`src/rtl/dc_trim_pkg.sv`:
```
package dc_trim_pkg;
    typedef enum logic [1:0] {
        ST_CAL   = 2'd0,
        ST_HOLD  = 2'd1,
        ST_RECAL = 2'd2,
        ST_TRACK = 2'd3
    } trim_state_e;
endpackage

```
`src/rtl/dc_trim_cic.sv`:
```
// Integrate-and-dump mean estimator over 2**K accepted samples.
module dc_trim_cic #(
    parameter int DW = 12,
    parameter int K  = 10
) (
    input  logic          clk,
    input  logic          rst_n,
    input  logic          clr,
    input  logic          run,
    input  logic          in_valid,
    input  logic [DW-1:0] in_data,
    output logic          dump_o,
    output logic [DW-1:0] mean_o
);
    localparam int AW = DW + K;

    logic [AW-1:0] acc_q;
    logic [AW-1:0] sum_w;
    logic [K-1:0]  cnt_q;
    logic          last_w;

    assign sum_w  = acc_q + {{K{in_data[DW-1]}}, in_data};
    assign last_w = &cnt_q;

    always_ff @(posedge clk) begin
        if (!rst_n) begin
            acc_q  <= '0;
            cnt_q  <= '0;
            dump_o <= 1'b0;
            mean_o <= '0;
        end else if (clr) begin
            acc_q  <= '0;
            cnt_q  <= '0;
            dump_o <= 1'b0;
        end else begin
            dump_o <= 1'b0;
            if (run && in_valid) begin
                if (last_w) begin
                    acc_q  <= '0;
                    cnt_q  <= '0;
                    dump_o <= 1'b1;
                    mean_o <= sum_w[AW-1:K];
                end else begin
                    acc_q <= sum_w;
                    cnt_q <= cnt_q + 1'b1;
                end
            end
        end
    end
endmodule

```
`src/rtl/dc_trim_ctrl.sv`:
```
// Calibration sequencer and offset register.
module dc_trim_ctrl
    import dc_trim_pkg::*;
#(
    parameter int DW = 12
) (
    input  logic          clk,
    input  logic          rst_n,
    input  logic          cal_req,
    input  logic          track_en,
    input  logic          dump_i,
    input  logic [DW-1:0] mean_i,
    output logic          cic_clr,
    output logic          cic_run,
    output logic [DW-1:0] offset_o,
    output logic          offset_ok_o,
    output logic          done_o
);
    trim_state_e state_q, state_d;

    always_comb begin
        state_d = state_q;
        unique case (state_q)
            ST_CAL: begin
                if (dump_i) state_d = track_en ? ST_TRACK : ST_HOLD;
            end
            ST_HOLD: begin
                if (cal_req)       state_d = ST_RECAL;
                else if (track_en) state_d = ST_TRACK;
            end
            ST_RECAL: begin
                if (dump_i) state_d = ST_HOLD;
            end
            ST_TRACK: begin
                if (!track_en) state_d = ST_HOLD;
            end
            default: state_d = ST_CAL;
        endcase
    end

    always_ff @(posedge clk) begin
        if (!rst_n) state_q <= ST_CAL;
        else        state_q <= state_d;
    end

    assign cic_clr = (state_q == ST_HOLD);
    assign cic_run = !cic_clr;

    always_ff @(posedge clk) begin
        if (!rst_n) begin
            offset_o    <= '0;
            offset_ok_o <= 1'b0;
            done_o      <= 1'b0;
        end else begin
            done_o <= offset_ok_o;
            if (dump_i) begin
                offset_o    <= mean_i;
                offset_ok_o <= 1'b1;
            end
        end
    end
endmodule

```
`src/rtl/dc_trim_sub.sv`:
```
// Registered offset subtraction with saturation to DW bits.
module dc_trim_sub #(
    parameter int DW = 12
) (
    input  logic          clk,
    input  logic          rst_n,
    input  logic          in_valid,
    input  logic [DW-1:0] in_data,
    input  logic [DW-1:0] offset,
    output logic          out_valid,
    output logic [DW-1:0] out_data
);
    localparam logic [DW-1:0] MAXV = {1'b0, {(DW-1){1'b1}}};
    localparam logic [DW-1:0] MINV = {1'b1, {(DW-1){1'b0}}};

    logic [DW:0]   diff_w;
    logic [DW-1:0] sat_w;

    assign diff_w = {in_data[DW-1], in_data} - {offset[DW-1], offset};

    always_comb begin
        if (diff_w[DW] != diff_w[DW-1]) sat_w = diff_w[DW] ? MINV : MAXV;
        else                            sat_w = diff_w[DW-1:0];
    end

    always_ff @(posedge clk) begin
        if (!rst_n) begin
            out_valid <= 1'b0;
            out_data  <= '0;
        end else begin
            out_valid <= in_valid;
            if (in_valid) out_data <= sat_w;
        end
    end
endmodule

```
`src/rtl/dc_trim_top.sv`:
```
module dc_trim_top #(
    parameter int DW = 12,
    parameter int K  = 10
) (
    input  logic          clk,
    input  logic          rst_n,
    input  logic          in_valid,
    input  logic [DW-1:0] in_data,
    input  logic          cal_req,
    input  logic          track_en,
    output logic          cal_done,
    output logic          out_valid,
    output logic [DW-1:0] out_data
);
    logic          cic_clr;
    logic          cic_run;
    logic          cic_dump;
    logic [DW-1:0] cic_mean;
    logic [DW-1:0] offset_q;
    logic          offset_ok;

    dc_trim_cic #(.DW(DW), .K(K)) u_cic (
        .clk      (clk),
        .rst_n    (rst_n),
        .clr      (cic_clr),
        .run      (cic_run),
        .in_valid (in_valid),
        .in_data  (in_data),
        .dump_o   (cic_dump),
        .mean_o   (cic_mean)
    );

    dc_trim_ctrl #(.DW(DW)) u_ctrl (
        .clk         (clk),
        .rst_n       (rst_n),
        .cal_req     (cal_req),
        .track_en    (track_en),
        .dump_i      (cic_dump),
        .mean_i      (cic_mean),
        .cic_clr     (cic_clr),
        .cic_run     (cic_run),
        .offset_o    (offset_q),
        .offset_ok_o (offset_ok),
        .done_o      (cal_done)
    );

    dc_trim_sub #(.DW(DW)) u_sub (
        .clk       (clk),
        .rst_n     (rst_n),
        .in_valid  (in_valid),
        .in_data   (in_data),
        .offset    (offset_q),
        .out_valid (out_valid),
        .out_data  (out_data)
    );
endmodule

```
`config.mk`:
```
export PLATFORM = sky130hd
export DESIGN_NAME = dc_trim_top
export DESIGN_NICKNAME = d
export VERILOG_FILES = /design/src/rtl/dc_trim_pkg.sv /design/src/rtl/dc_trim_cic.sv /design/src/rtl/dc_trim_ctrl.sv /design/src/rtl/dc_trim_sub.sv /design/src/rtl/dc_trim_top.sv
export SDC_FILE = /design/constraint.sdc
export NUM_CORES = 1
export LEC_CHECK = 0
export CORE_MARGIN = 1.5
export CORE_UTILIZATION = 43
export CTS_BUF_LIST = sky130_fd_sc_hd__clkbuf_4
export DETAILED_ROUTE_END_ITERATION = 7
export DONT_BUFFER_PORTS = 1
export HOLD_SLACK_MARGIN = 0.08
export PLACE_DENSITY_LB_ADDON = 0.1
export SLEW_MARGIN = 20
export SYNTH_ARGS = -nofsm -noshare
export SYNTH_HDL_FRONTEND = slang
export SYNTH_SLANG_ARGS = --single-unit
export TNS_END_PERCENT = 1
```
`constraint.sdc`:
```
create_clock -name clk -period 3.9 [get_ports clk]
set_input_delay 0 -clock clk [delete_from_list [all_inputs] [get_ports clk]]
set_output_delay 0 -clock clk [all_outputs]
set_load 0.01 [all_outputs]
```
==> After elaboration in Yosys (flattened, before gate mapping) <==
Cells that the tools add are included.
W data, S select, Z words.
{ "word_totals": {"regBits": 74, "wordCells": 44, "output_inout_bits": 14} }
{ "op_classes": {"muxes": 12, "reduce_logical": 8, "n_eq_ne": 8, "add_sub_neg": 3, "bitwise_logic": 3} }
{ "ops": {"columns": ["operator", "n"], "rows": [
  ["$mux W12", 2],
  ["$add A22 B22 Y22", 1],
  ["$mux W22", 1],
  ["$sub A12 B12 Y13", 1],
  ["$mux W2", 6],
  ["$reduce_and A12 Y1", 1],
  ["$add A10 B1 Y10 const B", 1],
  ["$mux W10", 1],
  ["$reduce_and A10 Y1", 1],
  ["$pmux W2 S4", 1],
  ["$ne A2 B2 Y1 const B", 3],
  ["$eq A2 B2 Y1 const B", 2],
  ["$reduce_and A4 Y1", 1],
  ["$ne A3 B3 Y1 const B", 1],
  ["$not A1 Y1", 3],
  ["$reduce_or A3 Y1", 1],
  ["$eq A2 B1 Y1 const B", 1],
  ["$logic_not A2 Y1", 1],
  ["$reduce_or A2 Y1", 1],
  ["$logic_and A1 B1 Y1", 1],
  ["$logic_not A1 Y1", 1],
  ["$mux W1", 1],
  ["$ne A1 B1 Y1", 1]
]} }

==> Depth between registers and ports, before layout <==
{ "depth": {"ltp_word": 5, "ltp_mapped": 12, "ltp_nobuf": 11} }

==> Hierarchy <==
From an unflattened synthesis, not the netlist that was laid out.
{ "hier_totals": {"cells_unflattened": 497, "area_unflattened_um2": 4494.3} }
{ "modules_own_cells": {"columns": ["module", "cells_per_inst", "seq_area_each_um2", "instances", "area_per_inst_um2"], "rows": [
  ["dc_trim_cic", 302, 900.9, 1, 2691.3],
  ["dc_trim_sub", 140, 260.2, 1, 1203.7],
  ["dc_trim_ctrl", 55, 320.3, 1, 599.3]
]} }

==> Worst setup path before layout <==
OpenSTA, ideal clock, no wires.
{ "synth_path": {"path_kind": "register to register", "startpoint": "register u_cic.acc_q[0]", "endpoint": "register u_cic.mean_o[6]", "required_ps": 3838, "synth_period_minus_slack_ps": 2420, "path_stages_with_launch": 10, "path_slack_ps": 1480, "t_arrival_ps": 2358, "path_cell_list": "dfxtp_1 ha_1 fa_1 a21o_1 a221oi_4 o221ai_2 a21oi_4 nor2_2 or4_1 nand3_1"} }
{ "synth_via": {"elab_chain_len": 1} }
{ "synth_lines": {"columns": ["item", "line_no", "rtl"], "rows": [
  ["start: declaration", "dc_trim_cic.sv:17", "logic [AW-1:0] acc_q;"],
  ["start signal: assignment", "dc_trim_cic.sv:44", "acc_q <= sum_w;"],
  ["$add A22 B22 Y22", "dc_trim_cic.sv:22", "assign sum_w = acc_q + {{K{in_data[DW-1]}}, in_data};"],
  ["end signal: assignment", "dc_trim_cic.sv:42", "mean_o <= sum_w[AW-1:K];"],
  ["end: declaration", "dc_trim_cic.sv:13", "output logic [DW-1:0] mean_o"]
]} }
Every way passes these cells.
A chain may end at the register's enable or synchronous reset.

==> Worst setup path after layout <==
{ "layout_path": {"startpoint": "register u_ctrl.offset_o[6]", "endpoint": "register u_sub.out_data[6]"} }
{ "layout_via": {"elab_chain_len": 3} }
{ "layout_lines": {"columns": ["item", "line_no", "rtl"], "rows": [
  ["start: declaration", "dc_trim_ctrl.sv:15", "output logic [DW-1:0] offset_o,"],
  ["start signal: assignment", "dc_trim_ctrl.sv:57", "offset_o <= mean_i;"],
  ["$sub A12 B12 Y13 (*)", "dc_trim_sub.sv:19", "assign diff_w = {in_data[DW-1], in_data} - {offset[DW-1], offset};"],
  ["$mux W12 / $ne A1 B1 Y1 (equally long branches)", "dc_trim_sub.sv:22", "if (diff_w[DW] != diff_w[DW-1]) sat_w = diff_w[DW] ? MINV : MAXV;"],
  ["$mux W12 (*)", "dc_trim_sub.sv:22", null],
  ["end signal: assignment", "dc_trim_sub.sv:32", "if (in_valid) out_data <= sat_w;"],
  ["end: declaration", "dc_trim_sub.sv:11", "output logic [DW-1:0] out_data"]
]} }
Every way passes the cells marked *; elsewhere a longest branch is shown, timed or not.

==> flow_summary.yaml <==
drt:
  avgViaCountPerCell: 5.602
  drt_iter0_drc: 175
  vias: 3742
  first_pass_iters: 5
  wl_per_cell_um: 16.08
  drc: 0
  routed_wl_um: 10740
  route.antenna.remaining_nets: 0
placement:
  gp_congestion: 0.8155
  place.port_buffers: 0
  hpwl_um: 7761
worst_setup_path:
  crit_fanout: 9
  worst_setup_path_end_kind: "flip-flop"
  crit_type: "reg -> reg"
  crit_arrival_ns: 3.50
  r2r_slack_ns: 0.75
  cp-start-kind: "flip-flop"
  worstPathRequired_ns: 4.24
synthesis:
  ys.flop_type: "dfxtp_1"
  yosys-mux-area-fraction_pct: 3.382
  synth_top_family_by_area: "compound AO/OA/AOI/OAI gates"
  syn_inst: 522
  synth-edff-count: 0
  synth_simple_gate_area_share_pct: 16.54
  seq_area_frac_synth_pct: 33.37
  synth_area_sq_mm: 0.004439
  ys_ff_latch: 74
  syn-num-nets: 575
  async_flop_share_pct: 0
  synth-compound-area-share_pct: 23.37
  yosys.cell_types.count: 62
  syn_area_per_cell_sq_um: 8.504
  synthAdderAreaFrac_pct: 12.97
  ys_warn_count: 0
  synthXorXnorAreaFrac_pct: 6.313
sta:
  finalSetupTns_ns: 0
  tightest_slew_ns: 0.9416
  max_freq_ghz: 0.3172
  hold_viol_final: 0
  slew_viol_final: 0
  setup_viol: 0
  period_share_pct: 80.85
  slew_headroom_pct: 37.00
  post-route-min-period_ns: 3.153
  skew_ns: 0.01530
  rsz0062_at_grt: "no"
global_route:
  grt_util_met3_pct: 4.242
  antenna_found_initial: 0
  top_usage_layer: "met2"
  grt_util_met2_pct: 33.98
  grt_pass1_wl_um: 18160
  first_global_vias: 3687
  grt_overflow: 0
  gr-usage-all-layers_pct: 20.58
  grt.met1_usage_pct: 27.32
  grt_max_degree: 29
clock_network:
  cts_sinks: 74
  cts_root_buffer: "clkbuf_4"
  clk_latency_ns: 0.44
  cts_buffer_depth: 2
  post_cts_resized: 0
  cts.htree.levels: 3
  cts_tree: "done"
  path_clk_slew_ns: 0.14
  cts-buffers-inserted: 9
hold_path:
  hold_path_class: "in -> reg"
die:
  coreArea_sq_mm: 0.009910
  num_io_pins: 31
  die_x_um: 104.6
  die_height_um: 104.6
  die-area_sq_mm: 0.01094
  start_util_pct: 44.80
  rows: 36
outcome:
  status: "finished clean"
final_layout:
  nFillCells: 997
  final_layout_size_suffix_gt1_share_pct: 6.542
  final_cell_mix: "dfxtp_1, nand2_1, a21oi_1, nor2_1"
  antennaDiodeCount: 0
  fin_nets: 583
  layout_commonest_cell: "dfxtp_1"
  final_core_util_pct: 49.12
  area_growth_pct: 9.639
power_and_ir_drop:
  power.density_mw_per_mm2: 410.1
  ir_drop_uv: 196.7
  p_leak_nw: 1.852
job:
  drv_cap: 0
## final cells by class
type / instances / area, sq um / area share, %
inverter: 24 / 90.09 / 1.851
clock buffer: 9 / 67.56 / 1.388
sequential: 74 / 1481 / 30.44
timing repair buffer: 20 / 190.2 / 3.907
tap: 133 / 166.4 / 3.419
multi-input combinational: 401 / 2778 / 57.07
clock inverter: 7 / 93.84 / 1.928
## registers in the layout, indices dropped and copies added (netlist names)
name	count
u_cic.acc_q	22
u_cic.cnt_q	10
u_cic.dump_o	1
u_cic.mean_o	12
u_ctrl.done_o	1
u_ctrl.offset_o	12
u_ctrl.offset_ok_o	1
u_ctrl.state_q	2
u_sub.out_data	12
u_sub.out_valid	1
## worst max-delay path, cell delays in order (launching register included)
cell and delay [ns]:
dfxtp_1 0.36, inv_1 0.05, ha_1 0.33, a21oi_1 0.25, nand2_1 0.07, o21ai_0 0.33
o21ba_2 0.21, xor2_1 0.53, maj3_1 0.28, a21oi_1 0.06, dlygate4sd3_1 0.59
## through the flow
| step | power, mW | worst slack (ns) | area [sq um] | cells | hold WS, ns |
|---|---|---|---|---|---|
| floorplan | 1.320 | 1.480 | 4439 | 522 | 0.1816 |
| global placement | 1.419 | 1.322 | 4546 | 636 | 0.09440 |
| detailed placement | 1.424 | 1.199 | 4546 | 636 | 0.09668 |
| CTS | 2.008 | 0.7471 | 4867 | 668 | 0.08530 |
| global route | 2.127 | 0.5182 | 4867 | 668 | 0.1035 |
| finish | 1.996 | 0.7470 | 4867 | 668 | 0.1052 |
## power breakdown
part	switching, mW	internal, mW
Sequential	0.0369	0.809
Clock	0.297	0.259
Combinational	0.345	0.250
Total	0.679	1.32
## what timing repair did
action                    4_1_cts  5_1_grt
hold buffers                   16        0
setup buffers                   0        0
hold endpoints to repair       55        0
## final timing paths
kind	start	end	cells after the start
worst min register to register	u_cic.mean_o[9]$_SDFFE_PN0P_	u_cic.mean_o[9]$_SDFFE_PN0P_	2
worst max-delay path	u_ctrl.offset_o[6]$_SDFFE_PN0P_	u_sub.out_data[6]$_SDFFE_PN0P_	10
worst max register to register	u_ctrl.offset_o[6]$_SDFFE_PN0P_	u_sub.out_data[6]$_SDFFE_PN0P_	10
worst min-delay path	in_data[11]	u_cic.mean_o[8]$_SDFFE_PN0P_	4
## synthesized netlist by cell type (2+ instances only)
master / count / share of area, %
dfxtp_1: 74 / 33
nand2_1: 51 / 4.3
a21oi_1: 48 / 5.4
nor2_1: 43 / 3.6
ha_1: 34 / 9.6
o21ai_0: 34 / 3.8
inv_1: 23 / 1.9
clkbuf_1: 20 / 1.7
xor2_1: 18 / 3.6
mux2i_1: 15 / 3.4
nand3_1: 15 / 1.7
xnor2_1: 14 / 2.8
a22o_1: 11 / 2.2
maj3_1: 11 / 2.5
a22oi_1: 9 / 1.5
nand4_1: 8 / 1.1
nor2b_1: 6 / 0.85
nand2b_1: 5 / 0.70
nor3_1: 5 / 0.56
o211ai_1: 5 / 0.85
or3_1: 5 / 0.70
a211oi_1: 4 / 0.68
a21o_1: 4 / 0.68
o21bai_1: 4 / 0.68
a31oi_1: 3 / 0.42
and2_1: 3 / 0.42
and4_1: 3 / 0.59
buf_2: 3 / 0.34
nand3b_1: 3 / 0.51
o21a_1: 3 / 0.51
o21ba_2: 3 / 0.68
a211o_1: 2 / 0.39
a21oi_2: 2 / 0.39
fa_1: 2 / 0.90
o2111ai_1: 2 / 0.39
## layer usage
metal	wire length, um	up-vias	share of wire (%)
li1	-	1901	-
met3	396	14	3.7
met1	5310	1754	49
met2	4886	73	45
met5	0	-	0
met4	148	0	1.4
## kinds of logic (layout without fill, tap and decap cells)
family | Yosys count | in the layout
AO/OA/AOI/OAI | 152 | 152
adder cells (fa/ha/maj) | 47 | 47
buffers and inverters | 47 | 60
flip-flops | 74 | 74
AND/OR/NAND/NOR | 155 | 155
multiplexers | 15 | 15
XOR/XNOR | 32 | 32
Note: power is estimated with default switching activity, not from simulation.
